==> src/rtl/colro_pkg.sv <==
package colro_pkg;
    localparam int SPX_N   = 8;
    localparam int SPX_PIX = 16;
    localparam int DATA_W  = 8;
    localparam int PIX_N   = SPX_N * SPX_PIX;

    typedef enum logic [1:0] {
        ST_IDLE = 2'd0,
        ST_FLAG = 2'd1,
        ST_DATA = 2'd2,
        ST_DONE = 2'd3
    } rd_state_e;

    typedef struct packed {
        logic              flag;
        logic [DATA_W-1:0] data;
    } pix_word_t;

    function automatic int stream_len(input int hits);
        return PIX_N + hits * DATA_W;
    endfunction
endpackage

==> src/rtl/colro_snapshot.sv <==
module colro_snapshot
    import colro_pkg::*;
#(
    parameter int NPIX = PIX_N
) (
    input  logic                     clk,
    input  logic                     rst,
    input  logic                     load,
    input  logic [NPIX-1:0]          hit_flags,
    input  logic [NPIX*DATA_W-1:0]   pix_data,
    output pix_word_t [NPIX-1:0]     words
);
    for (genvar g = 0; g < NPIX; g++) begin : g_pix
        always_ff @(posedge clk) begin
            if (rst) begin
                words[g] <= '0;
            end else if (load) begin
                words[g].flag <= hit_flags[g];
                words[g].data <= pix_data[g*DATA_W +: DATA_W];
            end
        end
    end
endmodule

==> src/rtl/colro_pix_mux.sv <==
module colro_pix_mux
    import colro_pkg::*;
#(
    parameter int NSPX  = SPX_N,
    parameter int NSUB  = SPX_PIX,
    localparam int NPIX  = NSPX * NSUB,
    localparam int IDX_W = $clog2(NPIX),
    localparam int SUB_W = $clog2(NSUB)
) (
    input  pix_word_t [NPIX-1:0] words,
    input  logic [IDX_W-1:0]     idx,
    output pix_word_t            cur
);
    pix_word_t spx_pick [NSPX];

    for (genvar s = 0; s < NSPX; s++) begin : g_spx
        always_comb begin
            spx_pick[s] = words[s*NSUB + int'(idx[SUB_W-1:0])];
        end
    end

    always_comb begin
        cur = spx_pick[idx[IDX_W-1:SUB_W]];
    end
endmodule

==> src/rtl/colro_seq.sv <==
module colro_seq
    import colro_pkg::*;
#(
    parameter int NPIX   = PIX_N,
    localparam int IDX_W = $clog2(NPIX),
    localparam int BIT_W = $clog2(DATA_W)
) (
    input  logic             clk,
    input  logic             rst,
    input  logic             start,
    input  pix_word_t        cur,
    output logic [IDX_W-1:0] idx,
    output logic             load,
    output logic             ser_bit,
    output logic             ser_valid,
    output logic             done
);
    rd_state_e        state;
    logic [BIT_W-1:0] bitcnt;
    logic             last_pix;

    assign last_pix = (idx == IDX_W'(NPIX - 1));
    assign load     = (state == ST_IDLE) && start;

    always_ff @(posedge clk) begin
        if (rst) begin
            state  <= ST_IDLE;
            idx    <= '0;
            bitcnt <= '0;
        end else begin
            unique case (state)
                ST_IDLE: if (start) begin
                    state <= ST_FLAG;
                    idx   <= '0;
                end
                ST_FLAG: begin
                    if (cur.flag) begin
                        state  <= ST_DATA;
                        bitcnt <= BIT_W'(DATA_W - 1);
                    end else if (last_pix) begin
                        state <= ST_DONE;
                    end else begin
                        idx <= idx + 1'b1;
                    end
                end
                ST_DATA: begin
                    if (bitcnt == '0) begin
                        if (last_pix) begin
                            state <= ST_DONE;
                        end else begin
                            state <= ST_FLAG;
                            idx   <= idx + 1'b1;
                        end
                    end else begin
                        bitcnt <= bitcnt - 1'b1;
                    end
                end
                ST_DONE: state <= ST_IDLE;
                default: state <= ST_IDLE;
            endcase
        end
    end

    always_comb begin
        ser_valid = (state == ST_FLAG) || (state == ST_DATA);
        done      = (state == ST_DONE);
        unique case (state)
            ST_FLAG: ser_bit = cur.flag;
            ST_DATA: ser_bit = cur.data[bitcnt];
            default: ser_bit = 1'b0;
        endcase
    end

    // an empty pixel never enters the payload phase
    a_r4_empty_skip: assert property (@(posedge clk) disable iff (rst)
        (state == ST_FLAG && !cur.flag) |=> (state != ST_DATA));

    // the payload phase runs through all bits before leaving
    a_r3_payload_run: assert property (@(posedge clk) disable iff (rst)
        (state == ST_DATA && bitcnt != '0) |=> (state == ST_DATA));

    // the valid run only ends into the done cycle
    a_r5_no_gap: assert property (@(posedge clk) disable iff (rst)
        $fell(ser_valid) |-> done);

    // done lasts one cycle
    a_r6_done_single: assert property (@(posedge clk) disable iff (rst)
        done |=> !done);

    // done never coincides with a valid bit
    a_r6_done_quiet: assert property (@(posedge clk) disable iff (rst)
        done |-> !ser_valid);

    // a start while busy never resets the pixel index to zero mid-run
    a_r7_busy_start: assert property (@(posedge clk) disable iff (rst)
        (start && state == ST_DATA && bitcnt != '0) |=> $stable(idx));
endmodule

==> src/rtl/colro_top.sv <==
module colro_top
    import colro_pkg::*;
#(
    parameter int NSPX = SPX_N,
    parameter int NSUB = SPX_PIX,
    localparam int NPIX  = NSPX * NSUB,
    localparam int IDX_W = $clog2(NPIX)
) (
    input  logic                   clk,
    input  logic                   rst,
    input  logic                   start,
    input  logic [NPIX-1:0]        hit_flags,
    input  logic [NPIX*DATA_W-1:0] pix_data,
    output logic                   ser_bit,
    output logic                   ser_valid,
    output logic                   done
);
    pix_word_t [NPIX-1:0] words;
    pix_word_t            cur;
    logic [IDX_W-1:0]     idx;
    logic                 load;

    colro_snapshot #(.NPIX(NPIX)) u_snap (
        .clk       (clk),
        .rst       (rst),
        .load      (load),
        .hit_flags (hit_flags),
        .pix_data  (pix_data),
        .words     (words)
    );

    colro_pix_mux #(.NSPX(NSPX), .NSUB(NSUB)) u_mux (
        .words (words),
        .idx   (idx),
        .cur   (cur)
    );

    colro_seq #(.NPIX(NPIX)) u_seq (
        .clk       (clk),
        .rst       (rst),
        .start     (start),
        .cur       (cur),
        .idx       (idx),
        .load      (load),
        .ser_bit   (ser_bit),
        .ser_valid (ser_valid),
        .done      (done)
    );

    // nothing is emitted in the cycle right after reset
    a_r1_reset_quiet: assert property (@(posedge clk)
        rst |=> (!ser_valid && !done && !ser_bit));
endmodule

==> config.mk <==
export PLATFORM = sky130hd
export DESIGN_NAME = colro_top
export DESIGN_NICKNAME = d
export VERILOG_FILES = /design/src/rtl/colro_pkg.sv /design/src/rtl/colro_snapshot.sv /design/src/rtl/colro_pix_mux.sv /design/src/rtl/colro_seq.sv /design/src/rtl/colro_top.sv
export SDC_FILE = /design/constraint.sdc
export NUM_CORES = 2
export LEC_CHECK = 0
export ABC_AREA = 1
export BUFFER_PORTS_ARGS = -buffer_cell sky130_fd_sc_hd__buf_2
export CAP_MARGIN = 0
export CORE_AREA = 2 2 451 453
export CTS_CLUSTER_DIAMETER = 50
export DETAILED_ROUTE_END_ITERATION = 8
export DIE_AREA = 0 0 453 455
export GPL_ROUTABILITY_DRIVEN = 0
export GPL_TIMING_DRIVEN = 0
export PLACE_DENSITY_LB_ADDON = 0.15
export SETUP_SLACK_MARGIN = 0.3
export SYNTH_ARGS = -nofsm -noshare
export SYNTH_HDL_FRONTEND = slang
export SYNTH_SLANG_ARGS = --single-unit
==> constraint.sdc <==
create_clock -name clk -period 6.2 [get_ports clk]
set_input_delay 0.62 -clock clk [delete_from_list [all_inputs] [get_ports clk]]
set_output_delay 0.62 -clock clk [all_outputs]
set_load 0.01 [all_outputs]
==> flow_summary.json <==
{
  "first_global_vias": 56800,
  "htree_levels": 4,
  "timing.critical_path.arrival_ns": 5.42,
  "cts_num_sinks": 1164,
  "grt_use_total_pct": 37.7,
  "fin_setup_tns_ns": 0,
  "detailedRoute.firstPassIterationCount": 8,
  "layout.filler_cells": 22600,
  "cts.root.buffer_cell": "clkbuf_16",
  "relSlewSlack_pct": -8.80,
  "timing.critical_path.to_type": "output port",
  "dieArea_um2": 206000,
  "min_period_over_period_pct": 97.4,
  "synth.avg_cell_area_um2": 6.66,
  "tritoncts_clock_tree": "done",
  "core_region_area_um2": 201000,
  "clkTransAtPathRegs_ns": 0.06,
  "timing.clock.skew_ns": 0.0220,
  "ys_types": 30,
  "final_antenna_net_count": 0,
  "ys_seq_area_share_pct": 45.1,
  "timing.final.max_slew_violations": 100,
  "dieHeight_um": 455,
  "timing.setup.critical_path_class": "reg2out",
  "flop_and_latch_count_out_of_synthesis": 1164,
  "crit_required_ns": 5.58,
  "mappedNetlistNets": 8912,
  "timing.critical_path.mode_cell": "nand3_1",
  "cp_slowest_cell": "buf_1",
  "dieWidth_um": 453,
  "postSynth.asyncResetShare_pct": 0,
  "final_core_util_pct": 33.0,
  "numnets_final": 10200,
  "p_leak_nw": 28.6,
  "crit_fanout": 10,
  "cts_buffers": 161,
  "synth_enable_flop_cells": 0,
  "timing_worst_slew_pin_value_ns": 1.63,
  "worst_hold_path_type": "in2reg",
  "maxCapViolCount": 10,
  "violations": "capacitance limit, slew limit",
  "area_delta_synth_final_pct": 28.8,
  "detail_route.iter0.violations": 8382,
  "synth_area_leaders": "dfxtp_1 45%, nor2_1 19%, o21ai_0 15%",
  "detailedPlacementHpwl_um": 318000,
  "start_kind": "flip-flop",
  "postCtsSetupRepairBufs": 0,
  "grt_start_max_net_pins": 17,
  "netlist.top_cell.by_area": "dfxtp_1",
  "status": "complete, but fails checks",
  "cells_traversed_along_the_worst_timing_path": "buf_4 -> clkbuf_1 -> buf_1 -> nand3_1 -> nand3_1 -> nand2_1 -> nand3_1 -> nand3_1 -> nand3_1 -> nand3_1 -> nand3_1 -> nand2_1 -> nand2_1 -> a21oi_2 -> buf_2",
  "max-vdd-ir-drop_uv": 367,
  "detailroute.via_count": 63100,
  "yosys_most_used_dff": "dfxtp_1",
  "detail_route.drc_violations": 0,
  "post-route-min-period_ns": 6.04,
  "power_density_nw_per_um2": 578,
  "synth.yosys.warnings": 0,
  "initial_utilization_pct": 25.6,
  "sum_of_internal_switching_and_leakage_power_mw": 38.4,
  "critical-path-max-stage-delay_ns": 1.21,
  "worst_skew_pair.late_latency_ns": 0.86,
  "synthMostInstantiatedCell": "nor2_1",
  "avgViaCountPerCell": 5.29,
  "finalHoldViolations": 0,
  "ioPinCount": 1158,
  "synth_cells": 7749,
  "rsz_0062_raised_after_global_routing": "false",
  "maxClockFrequency_mhz": 166,
  "finalSetupViolCount": 0,
  "finalWirelength_um": 408000,
  "grt_first_pass_wirelength_um": 512000,
  "synth.top_cell.area_share_pct": 45.1,
  "total_congestion_overflow_after_global_routing": 0,
  "mappedNetlistArea_um2": 51600,
  "final_layout_size_suffix_gt1_share_pct": 17.8,
  "routed_wire_length_per_instance_um": 34.2,
  "clk_path_buf_depth": 3,
  "number_of_input_and_output_port_buffers_inserted": 1156,
  "synth_common_cells": "2,623 x nor2_1, 1,517 x o21ai_0, 1,164 x dfxtp_1",
  "grt_antenna_before_repair": 80,
  "num_rows": 165
}
## cells in the final DEF (no fill, tap or decap), drive strengths merged
cell      count
inv         299
dfxtp      1164
nand2       734
o22ai        30
o211ai       69
nor4          1
nor3b         1
bufinv       13
o21ai      1549
xor2          3
diode        51
nor3          1
nor2       2623
clkinvlp     18
nand3       346
clkbuf      663
nand4         6
a31oi         1
o221ai        1
ha            8
buf        1326
and3          3
a21oi       295
clkinv       34
or2           7
## logic make-up (layout without fill, tap and decap cells)
kind of cell | count (synthesis) | in the layout | synth area share [%]
buf+inv | 907 | 2353 | 7.30
flops | 1164 | 1164 | 45.1
other cells | 0 | 51 | 0
xor+xnor | 3 | 3 | 0.0509
simple gates | 3722 | 3722 | 28.0
fa+ha+maj | 8 | 8 | 0.194
compound gates | 1945 | 1945 | 19.3
## per-stage QoR
stage	setup WS, ns	cells	hold WS (ns)	instance area, µm²
3_3_place_gp	0.666	11600	0.438	60700
2_1_floorplan	3.67	7749	0.429	51600
4_1_cts	0.402	11900	0.0190	66300
5_1_grt	0.307	11900	0.0293	66300
3_5_place_dp	0.840	11600	0.443	60800
6_report	0.158	11900	0.0208	66500
## sequential cells by signal, indices dropped and copies added, names as in the netlist
signal / flops
u_seq.idx: 7
u_seq.bitcnt: 3
u_snap.words: 1152
u_seq.state: 2
## cell type report
class                           instances  area [µm²]  share of cell area, %
Antenna cell                           51         128                  0.192
Inverter                              281        1060                   1.59
Tap cell                             2672        3340                   5.03
Sequential cell                      1164       23300                   35.1
Clock buffer                          206        4520                   6.81
Clock inverter                         83         988                   1.49
Buffer                                626        2760                   4.16
Multi-Input combinational cell       5678       24500                   36.9
Timing Repair Buffer                 1157        5800                   8.73
## worst paths after layout
kind / from / endpoint / slack, ns / cells after the start
worst max-delay path: u_seq.idx[2] / ser_bit / 0.16 / 15
worst min-delay path: pix_data[902] / u_snap.words[1014] / 0.02 / 3
worst max register to register: u_seq.state[1] / u_snap.words[433] / 1.31 / 8
worst min register to register: u_snap.words[945] / u_snap.words[945] / 0.45 / 2
## metal layers
metal	share of wire, %	GRT usage [%]
met2	44	58.2
met5	0.015	0
met3	8.7	8.15
met4	8.2	27.4
met1	39	46.2
## power breakdown
group	switching (mW)	total (mW)	internal [mW]
clock	3.99	9.74	5.75
sequential	1.18	10.7	9.48
combinational	14.0	18.0	3.99
total	19.2	38.4	19.2
## critical path: cells and delay by family (launching register included)
family / cells / cell delay, ns
flip-flops: 1 / 0.31
AO/OA/AOI/OAI: 1 / 0.13
buffers and inverters: 4 / 2.48
AND/OR/NAND/NOR: 10 / 1.61
## what timing repair did
item                                    4_1_cts  5_1_grt
gates resized for setup                       3        1
pin swaps                                     0        0
endpoints found under the setup margin        1        1
hold buffers                                  0        0
Note: power is estimated with default switching activity, not from simulation.
